[config.mk]
export PLATFORM = sky130hd
export DESIGN_NAME = cwf_refill_ctrl
export DESIGN_NICKNAME = d
export VERILOG_FILES = /design/src/rtl/cwf_pkg.sv /design/src/rtl/cwf_issue_seq.sv /design/src/rtl/cwf_fill_track.sv /design/src/rtl/cwf_line_buf.sv /design/src/rtl/cwf_refill_ctrl.sv
export SDC_FILE = /design/constraint.sdc
export NUM_CORES = 1
export LEC_CHECK = 0
export BUFFER_PORTS_ARGS = -buffer_cell sky130_fd_sc_hd__buf_4
export CORE_UTILIZATION = 59
export DETAILED_ROUTE_END_ITERATION = 12
export PLACE_DENSITY = 0.8
export SYNTH_ARGS = -nofsm -noshare
export SYNTH_HDL_FRONTEND = slang
export SYNTH_SLANG_ARGS = --single-unit
[constraint.sdc]
create_clock -name clk_i -period 3.65 [get_ports clk_i]
set_clock_uncertainty 0.1 [all_clocks]
set_input_delay 0.73 -clock clk_i [delete_from_list [all_inputs] [get_ports clk_i]]
set_output_delay 0.73 -clock clk_i [all_outputs]
set_load 0.02 [all_outputs]
[src/rtl/cwf_pkg.sv]
package cwf_pkg;
  localparam int unsigned CWF_LINE_DW = 8;
  localparam int unsigned CWF_DATA_W  = 64;
  localparam int unsigned CWF_LINE_AW = 12;

  typedef enum logic {
    RF_IDLE = 1'b0,
    RF_FILL = 1'b1
  } fill_state_e;
endpackage

[src/rtl/cwf_issue_seq.sv]
// Issues the line's doubleword addresses in wrap order from the critical index.
module cwf_issue_seq #(
  parameter int unsigned LINE_DW = 8,
  localparam int unsigned IDX_W = $clog2(LINE_DW)
) (
  input  logic             clk_i,
  input  logic             rst_ni,
  input  logic             start_i,
  input  logic             busy_i,
  input  logic [IDX_W-1:0] crit_i,
  input  logic             stall_i,
  output logic             req_o,
  output logic [IDX_W-1:0] idx_o
);
  localparam int unsigned CNT_W = IDX_W + 1;

  logic [CNT_W-1:0] cnt_q;

  assign req_o = busy_i && (cnt_q != CNT_W'(LINE_DW));
  assign idx_o = crit_i + cnt_q[IDX_W-1:0];

  always_ff @(posedge clk_i or negedge rst_ni) begin
    if (!rst_ni)               cnt_q <= '0;
    else if (start_i)          cnt_q <= '0;
    else if (req_o && !stall_i) cnt_q <= cnt_q + 1'b1;
  end
endmodule

[src/rtl/cwf_fill_track.sv]
// Refill state, acknowledge count and per-doubleword valid bits.
module cwf_fill_track #(
  parameter int unsigned LINE_DW = 8,
  parameter int unsigned LINE_AW = 12,
  localparam int unsigned IDX_W = $clog2(LINE_DW)
) (
  input  logic               clk_i,
  input  logic               rst_ni,
  input  logic               miss_valid_i,
  input  logic [LINE_AW-1:0] miss_line_i,
  input  logic [IDX_W-1:0]   miss_idx_i,
  input  logic               ack_i,
  output logic               start_o,
  output logic               busy_o,
  output logic [LINE_AW-1:0] line_o,
  output logic [IDX_W-1:0]   crit_o,
  output logic               we_o,
  output logic [IDX_W-1:0]   widx_o,
  output logic               first_o,
  output logic [LINE_DW-1:0] vld_o
);
  import cwf_pkg::*;
  localparam int unsigned CNT_W = IDX_W + 1;

  fill_state_e        state_q;
  logic [LINE_AW-1:0] line_q;
  logic [IDX_W-1:0]   crit_q;
  logic [CNT_W-1:0]   cnt_q;
  logic [LINE_DW-1:0] vld_q;
  logic               last;

  assign busy_o  = (state_q == RF_FILL);
  assign start_o = (state_q == RF_IDLE) && miss_valid_i;
  assign we_o    = busy_o && ack_i;
  assign widx_o  = crit_q + cnt_q[IDX_W-1:0];
  assign first_o = we_o && (cnt_q == '0);
  assign last    = (cnt_q == CNT_W'(LINE_DW - 1));
  assign line_o  = line_q;
  assign crit_o  = crit_q;
  assign vld_o   = vld_q;

  always_ff @(posedge clk_i or negedge rst_ni) begin
    if (!rst_ni) begin
      state_q <= RF_IDLE;
      line_q  <= '0;
      crit_q  <= '0;
      cnt_q   <= '0;
      vld_q   <= '0;
    end else if (start_o) begin
      state_q <= RF_FILL;
      line_q  <= miss_line_i;
      crit_q  <= miss_idx_i;
      cnt_q   <= '0;
      vld_q   <= '0;
    end else if (we_o) begin
      vld_q <= vld_q | (LINE_DW'(1) << widx_o);
      cnt_q <= cnt_q + 1'b1;
      if (last) state_q <= RF_IDLE;
    end
  end
endmodule

[src/rtl/cwf_line_buf.sv]
// Shadow copy of the refilling line and load completion for miss and lookups.
module cwf_line_buf #(
  parameter int unsigned LINE_DW = 8,
  parameter int unsigned LINE_AW = 12,
  parameter int unsigned DATA_W  = 64,
  localparam int unsigned IDX_W = $clog2(LINE_DW)
) (
  input  logic               clk_i,
  input  logic               rst_ni,
  input  logic               busy_i,
  input  logic [LINE_AW-1:0] line_i,
  input  logic               we_i,
  input  logic [IDX_W-1:0]   widx_i,
  input  logic [DATA_W-1:0]  wdata_i,
  input  logic               first_i,
  input  logic [LINE_DW-1:0] vld_i,
  input  logic               lkp_valid_i,
  input  logic [LINE_AW-1:0] lkp_line_i,
  input  logic [IDX_W-1:0]   lkp_idx_i,
  output logic               miss_done_o,
  output logic [DATA_W-1:0]  miss_data_o,
  output logic               lkp_done_o,
  output logic [DATA_W-1:0]  lkp_data_o
);
  logic [DATA_W-1:0] dw_q [LINE_DW];
  logic hit_valid, hit_arr, lkp_hit;

  for (genvar g = 0; g < LINE_DW; g++) begin : g_dw
    always_ff @(posedge clk_i or negedge rst_ni) begin
      if (!rst_ni)                            dw_q[g] <= '0;
      else if (we_i && widx_i == IDX_W'(g))   dw_q[g] <= wdata_i;
    end
  end

  assign hit_valid = vld_i[lkp_idx_i];
  assign hit_arr   = we_i && (widx_i == lkp_idx_i);
  assign lkp_hit   = lkp_valid_i && busy_i && (lkp_line_i == line_i) && (hit_valid || hit_arr);

  always_ff @(posedge clk_i or negedge rst_ni) begin
    if (!rst_ni) begin
      miss_done_o <= 1'b0;
      miss_data_o <= '0;
      lkp_done_o  <= 1'b0;
      lkp_data_o  <= '0;
    end else begin
      miss_done_o <= first_i;
      if (first_i) miss_data_o <= wdata_i;
      lkp_done_o <= lkp_hit;
      if (lkp_hit) lkp_data_o <= hit_valid ? dw_q[lkp_idx_i] : wdata_i;
    end
  end
endmodule

[src/rtl/cwf_refill_ctrl.sv]
module cwf_refill_ctrl #(
  parameter int unsigned LINE_DW = cwf_pkg::CWF_LINE_DW,
  parameter int unsigned DATA_W  = cwf_pkg::CWF_DATA_W,
  parameter int unsigned LINE_AW = cwf_pkg::CWF_LINE_AW,
  localparam int unsigned IDX_W = $clog2(LINE_DW)
) (
  input  logic                     clk_i,
  input  logic                     rst_ni,
  input  logic                     miss_valid_i,
  input  logic [LINE_AW-1:0]       miss_line_i,
  input  logic [IDX_W-1:0]         miss_idx_i,
  output logic                     mem_req_o,
  output logic [LINE_AW+IDX_W-1:0] mem_addr_o,
  input  logic                     mem_stall_i,
  input  logic                     mem_ack_i,
  input  logic [DATA_W-1:0]        mem_data_i,
  output logic                     ram_we_o,
  output logic [IDX_W-1:0]         ram_idx_o,
  output logic [DATA_W-1:0]        ram_wdata_o,
  input  logic                     lkp_valid_i,
  input  logic [LINE_AW-1:0]       lkp_line_i,
  input  logic [IDX_W-1:0]         lkp_idx_i,
  output logic                     miss_done_o,
  output logic [DATA_W-1:0]        miss_data_o,
  output logic                     lkp_done_o,
  output logic [DATA_W-1:0]        lkp_data_o,
  output logic                     busy_o
);
  logic               start, busy, we, first;
  logic [LINE_AW-1:0] line;
  logic [IDX_W-1:0]   crit, widx, iss_idx;
  logic [LINE_DW-1:0] vld;

  cwf_fill_track #(.LINE_DW(LINE_DW), .LINE_AW(LINE_AW)) u_track (
    .clk_i        (clk_i),
    .rst_ni       (rst_ni),
    .miss_valid_i (miss_valid_i),
    .miss_line_i  (miss_line_i),
    .miss_idx_i   (miss_idx_i),
    .ack_i        (mem_ack_i),
    .start_o      (start),
    .busy_o       (busy),
    .line_o       (line),
    .crit_o       (crit),
    .we_o         (we),
    .widx_o       (widx),
    .first_o      (first),
    .vld_o        (vld)
  );

  cwf_issue_seq #(.LINE_DW(LINE_DW)) u_issue (
    .clk_i   (clk_i),
    .rst_ni  (rst_ni),
    .start_i (start),
    .busy_i  (busy),
    .crit_i  (crit),
    .stall_i (mem_stall_i),
    .req_o   (mem_req_o),
    .idx_o   (iss_idx)
  );

  cwf_line_buf #(.LINE_DW(LINE_DW), .LINE_AW(LINE_AW), .DATA_W(DATA_W)) u_buf (
    .clk_i       (clk_i),
    .rst_ni      (rst_ni),
    .busy_i      (busy),
    .line_i      (line),
    .we_i        (we),
    .widx_i      (widx),
    .wdata_i     (mem_data_i),
    .first_i     (first),
    .vld_i       (vld),
    .lkp_valid_i (lkp_valid_i),
    .lkp_line_i  (lkp_line_i),
    .lkp_idx_i   (lkp_idx_i),
    .miss_done_o (miss_done_o),
    .miss_data_o (miss_data_o),
    .lkp_done_o  (lkp_done_o),
    .lkp_data_o  (lkp_data_o)
  );

  assign mem_addr_o  = {line, iss_idx};
  assign ram_we_o    = we;
  assign ram_idx_o   = widx;
  assign ram_wdata_o = mem_data_i;
  assign busy_o      = busy;
endmodule

# Word-level counts from Yosys, hierarchy flattened

Index checks and enable logic that the tools add are counted.

Register bits after elaboration: 674
Input bits: 100
Output and inout bits: 215
Logic and storage cells: 79

Add/sub/neg operators: 4
Order comparisons: 2
Equal/unequal tests: 11
Shift operators: 1
Muxes and demuxes: 15
Bitwise gates (word level): 3
Reductions and logical operators: 25

Operator list:

| kind                                                                  | count |
|---|---|
| 64-bit binary-select mux with 3-bit select                            | 1 |
| 64-bit two-way mux                                                    | 3 |
| 1-bit logical AND                                                     | 17 |
| 4-bit two-way mux                                                     | 4 |
| 8-bit two-way mux                                                     | 2 |
| 12-bit equality test                                                  | 1 |
| 3-bit equality test, second input constant                            | 4 |
| 4-bit by 1-bit adder with 4-bit output, second input constant         | 2 |
| 8-bit OR                                                              | 1 |
| 1-bit by 3-bit << shifter with 8-bit output, first input constant     | 1 |
| 3-bit adder                                                           | 2 |
| 3-bit by 2-bit equality test with 1-bit output, second input constant | 2 |
| 2-bit nonzero test                                                    | 3 |
| 4-bit by 3-bit equality test with 1-bit output, second input constant | 1 |
| 4-bit greater-or-equal comparator, second input constant              | 1 |
| 4-bit logical NOT                                                     | 1 |
| 3-bit by 4-bit < comparator with 1-bit output, second input constant  | 1 |
| 1-bit two-way mux                                                     | 4 |
| 4-bit != test, second input constant                                  | 1 |
| 3-bit inverter with 4-bit output                                      | 1 |
| 1-bit binary-select mux with 3-bit select                             | 1 |
| 3-bit by 1-bit equality test with 1-bit output, second input constant | 1 |
| 3-bit equality test                                                   | 1 |
| 3-bit logical NOT                                                     | 1 |
| other kinds (4)                                                       | 4 |

# Longest topological paths before layout

Depth in word-level cells: 5
Gate-level depth with buffers: 12
Depth with buffers taken out: 10

# Modules after synthesis

A second synthesis with hierarchy kept.

Cells, all modules: 1981
Area, all modules: 30386.6 um^2

By module, submodules not included:

| module          | instances | cells each | area an instance (um^2) | sequential area each (um^2) |
|---|---|---|---|---|
| cwf_line_buf    | 1         | 1766       | 28412.2                 | 16065.4 |
| cwf_fill_track  | 1         | 121        | 1194.9                  | 700.7 |
| cwf_refill_ctrl | 1         | 64         | 480.5                   | 0.0 |
| cwf_issue_seq   | 1         | 30         | 299.0                   | 100.1 |

# Worst setup path before layout

OpenSTA, ideal clock, no wires.

Kind: input port to flip-flop
Start point: input port lkp_idx_i[1]
End point: register u_buf.lkp_data_o[52]
Setup time: 0.137 ns
Arrival time: 2.560 ns
Data required time: 3.413 ns
Setup slack: 0.853 ns
Cell stages on the path: 7
Path buffers: 3
Cells stage by stage: clkbuf_1 > buf_2 > buf_2 > mux4_2 > mux2_2 > o22ai_1 > a2bb2oi_1

Longest elaborated chain between the ends: 5
Elaborated cells on any way between the ends: 11
Those cells by class: eq/ne (1); mux (6); bitwise (1); reduce/logical (3)

Ends and longest elaborated chain:

| item                                                   | line                  | RTL |
|---|---|---|
| from (decl)                                            | cwf_refill_ctrl.sv:22 | `input logic [IDX_W-1:0] lkp_idx_i,` |
| 3-bit inverter with 4-bit output (not written as such) | cwf_line_buf.sv:49    | `if (lkp_hit) lkp_data_o <= hit_valid ? dw_q[lkp_idx_i] : wdata_i;` |
| 64-bit binary-select mux with 3-bit select             | cwf_line_buf.sv:49    |  |
| 64-bit two-way mux (not written as such) (2 in a row)  | cwf_line_buf.sv:49    |  |
| 64-bit two-way mux                                     | cwf_line_buf.sv:49    |  |
| to (signal assigned)                                   | cwf_line_buf.sv:49    |  |
| to (decl)                                              | cwf_line_buf.sv:23    | `output logic [DATA_W-1:0] lkp_data_o` |

Several ways; a longest one is shown, not always the timed one. The select of a mux whose other input is x is not followed.
A chain may end at the register's enable or synchronous reset.

# Final worst setup path

Start point: register u_track.cnt_q[0]
End point: output port ram_idx_o[2]

Longest elaborated chain between the ends: 1

Ends and longest elaborated chain:

| item                   | line                  | RTL |
|---|---|---|
| from (decl)            | cwf_fill_track.sv:28  | `logic [CNT_W-1:0] cnt_q;` |
| from (signal assigned) | cwf_fill_track.sv:57  | `cnt_q <= cnt_q + 1'b1;` |
| 3-bit adder            | cwf_fill_track.sv:35  | `assign widx_o = crit_q + cnt_q[IDX_W-1:0];` |
| to (decl)              | cwf_refill_ctrl.sv:18 | `output logic [IDX_W-1:0] ram_idx_o,` |

No other way between the ends.

==> impl_metrics.tcl <==
set metrics [dict create \
    grt_pass1_wl_mm 113 \
    setup_viol 0 \
    yosysTopAreaCell "dfrtp_1" \
    overflow 0 \
    syn_inst 2112 \
    wirelength_mm 69.6 \
    leakage_nw 15.8 \
    route.vias.total 18300 \
    ir_drop_mv 0.458 \
    postCtsHoldBufs 0 \
    required_ns 2.82 \
    layout.cells.non_filler 3008 \
    postCtsSetupBuffers 0 \
    ctsResizeCount 0 \
    fin_nets 2392 \
    clkTransAtPathRegs_ns 0.06 \
    yosysMostFrequentCell "dfrtp_1" \
    max_slew.worst_pin.slew_ns 0.946 \
    fin_crit_sh_pct 93.8 \
    port_buffers 314 \
    syn_area_per_cell_um2 14.3 \
    core.rowCount 82 \
    die-area_um2 52000 \
    yosys-top-cells-count "674 x dfrtp_1, 572 x mux2_2, 246 x nand2_1" \
    ys_top_cells_by_area "dfrtp_1 56%, mux2_2 21%, mux4_2 9.7%" \
    startpoint_type "flip-flop" \
    final-seq-area_um2 16900 \
    synth_top_area_share_pct 55.9 \
    synthFlopType "dfrtp_1" \
    r2r_start "u_track.cnt_q[0]$_DFFE_PN0P_" \
    dieHeight_um 228 \
    worstSetupPathType "reg -> out" \
    p_per_area_nw_per_um2 906 \
    place_congestion 0.803 \
    status "completed" \
    cts_buffers 69 \
    die_x_um 228 \
    insertion_delay_ns 0.60 \
    cp-end-kind "output port" \
    synth-edff-count 0 \
    syn_nets 2220 \
    cts_max_level 3 \
    cts_tree "done" \
    grt_max_degree 90 \
    syn_area_um2 30200 \
    dpl.cell_count 2885 \
    wl_per_cell_um 23.1 \
    timing.fmax_ghz 0.292 \
    gr-usage-all-layers_pct 27.7 \
    clock-sinks 674 \
    place_hpwl_mm 40.6 \
    nFillCells 3360 \
    core_um2 50300 \
    antenna_found_initial 1 \
    drt-initial-drc-count 1134 \
    syn_to_final_growth_pct 16.7 \
    hold_viol_final 0 \
    final_antenna_net_count 0 \
    arrival_ns 2.60 \
    yosysSeqAreaShare_pct 55.9 \
    multi_input_area_um2 12000 \
    yosys.cell_types.count 37 \
    reg2reg_depth 9 \
    diodes 0 \
    report.final.slew_viol_count 0 \
    io_pins 315 \
    layout_setup_ws_ns 0.225 \
    hold_path.class "in -> async" \
    ys_async_sr_fraction_pct 100 \
    via_per_inst 6.07 \
    period_minus_slack_ns 3.43 \
    ys_ff_latch 674 \
    tns_ns 0 \
    clk_root_buffer_cell "clkbuf_16" \
    rsz0062_at_grt "no" \
    drc 0 \
    worst-r2r-setup-slack_ns 0.36 \
    timing.rr.end "u_buf.dw_q[366]$_DFFE_PN0P_" \
    maxCapViolCount 0 \
    place_ws_ns 0.371 \
    slew_headroom_pct 36.8 \
    grt_pass1_vias 19700 \
    firstDrtPassIters 5 \
    yosysWarnings 0 \
    initial_core_util_pct 60.0 \
    clock_path_buffers 3 \
    crit_fanout 6 \
    drive_above_1_share_pct 50.9 \
]
-- metrics by stage --
step | power [mW] | hold WS, ns | instance area, µm² | utilization, %
global placement | 24.2 | 0.355 | 33000 | 65.5
global route | 33.6 | 0.118 | 35200 | 70.0
detailed placement | 25.0 | 0.362 | 33000 | 65.5
floorplan | 21.1 | 0.334 | 30200 | -
CTS | 32.1 | 0.0906 | 35200 | 70.0
finish | 31.9 | 0.0788 | 35200 | 70.0
-- critical path, stage by stage, from the launching register on --
cell,delay (ns)
dfrtp_1,0.44
ha_1,0.18
inv_1,0.05
fa_1,0.37
xnor2_1,0.17
xnor2_2,0.39
inv_2,0.19
buf_4,0.22
-- routing by layer --
metal / share of wire [%] / global-route usage [%] / vias to the layer above
met5: 0.019 / 0 / -
met2: 50 / 46.3 / 511
met3: 5.0 / 4.63 / 108
met4: 2.3 / 8.66 / 2
met1: 42 / 37.4 / 9793
li1: - / - / 7852
-- cell families after synthesis --
logic type                 count (synthesis)  share of synthesized area (%)
AOI/OAI and AO/OA                        142                           3.50
xor gates and xnor gates                  22                          0.664
adders and majority gates                  8                          0.382
buffers and inverters                    280                           4.67
DFF                                      674                           55.9
muxes                                    708                           31.3
and+or+nand+nor                          278                           3.61
-- cell type report --
class	instances	area share [%]
clock inverter	17	0.490
timing repair buffer	367	9.09
inverter	14	0.149
sequential	674	47.9
tap	672	2.39
clock buffer	106	5.93
multi-input combinational	1158	34.1
-- flip-flops by register name, indices dropped and copies added, names as in the netlist, 3 cells and up --
| signal | count |
|---|---|
| u_buf.dw_q | 512 |
| u_track.crit_o | 3 |
| u_track.vld_o | 8 |
| u_issue.cnt_q | 4 |
| u_track.line_o | 12 |
| u_track.cnt_q | 4 |
| u_buf.lkp_data_o | 64 |
| u_buf.miss_data_o | 64 |
-- layout by cell type, fill, tap and decap left out, types with 6 or more instances in the layout --
cell type / synthesis / layout
buf_12: 0 / 34
nor2_1: 12 / 8
clkbuf_1: 74 / 18
mux2_2: 572 / 572
mux4_2: 130 / 130
clkinv_2: 0 / 6
buf_4: 64 / 330
inv_1: 12 / 11
clkbuf_8: 0 / 16
xnor2_1: 18 / 18
ha_1: 6 / 6
o22ai_1: 64 / 64
clkbuf_16: 0 / 72
nand3_1: 8 / 6
nand2_1: 246 / 246
dfrtp_1: 674 / 674
a2bb2oi_1: 64 / 64
-- worst max path at each step --
stage | start | end | slack, ns | cells past startpoint
finish | u_track.cnt_q[0]$_DFFE_PN0P_ | ram_idx_o[2] | 0.22 | 7
global route | u_track.cnt_q[0]$_DFFE_PN0P_ | ram_idx_o[2] | 0.13 | 7
CTS | u_track.cnt_q[0]$_DFFE_PN0P_ | ram_idx_o[2] | 0.20 | 7
detailed placement | u_track.cnt_q[0]$_DFFE_PN0P_ | u_buf.dw_q[377]$_DFFE_PN0P_ | 0.37 | 9
global placement | u_track.cnt_q[0]$_DFFE_PN0P_ | u_buf.dw_q[377]$_DFFE_PN0P_ | 0.45 | 9
floorplan | lkp_idx_i[1] | u_buf.lkp_data_o[52]$_DFFE_PN0P_ | 0.85 | 7
-- where the power goes --
group / internal (mW) / switching (mW) / total [mW]
registers: 11.0 / 1.78 / 12.7
clock network: 4.10 / 2.92 / 7.02
logic: 6.72 / 5.44 / 12.2
(Power assumes the default switching activity.)
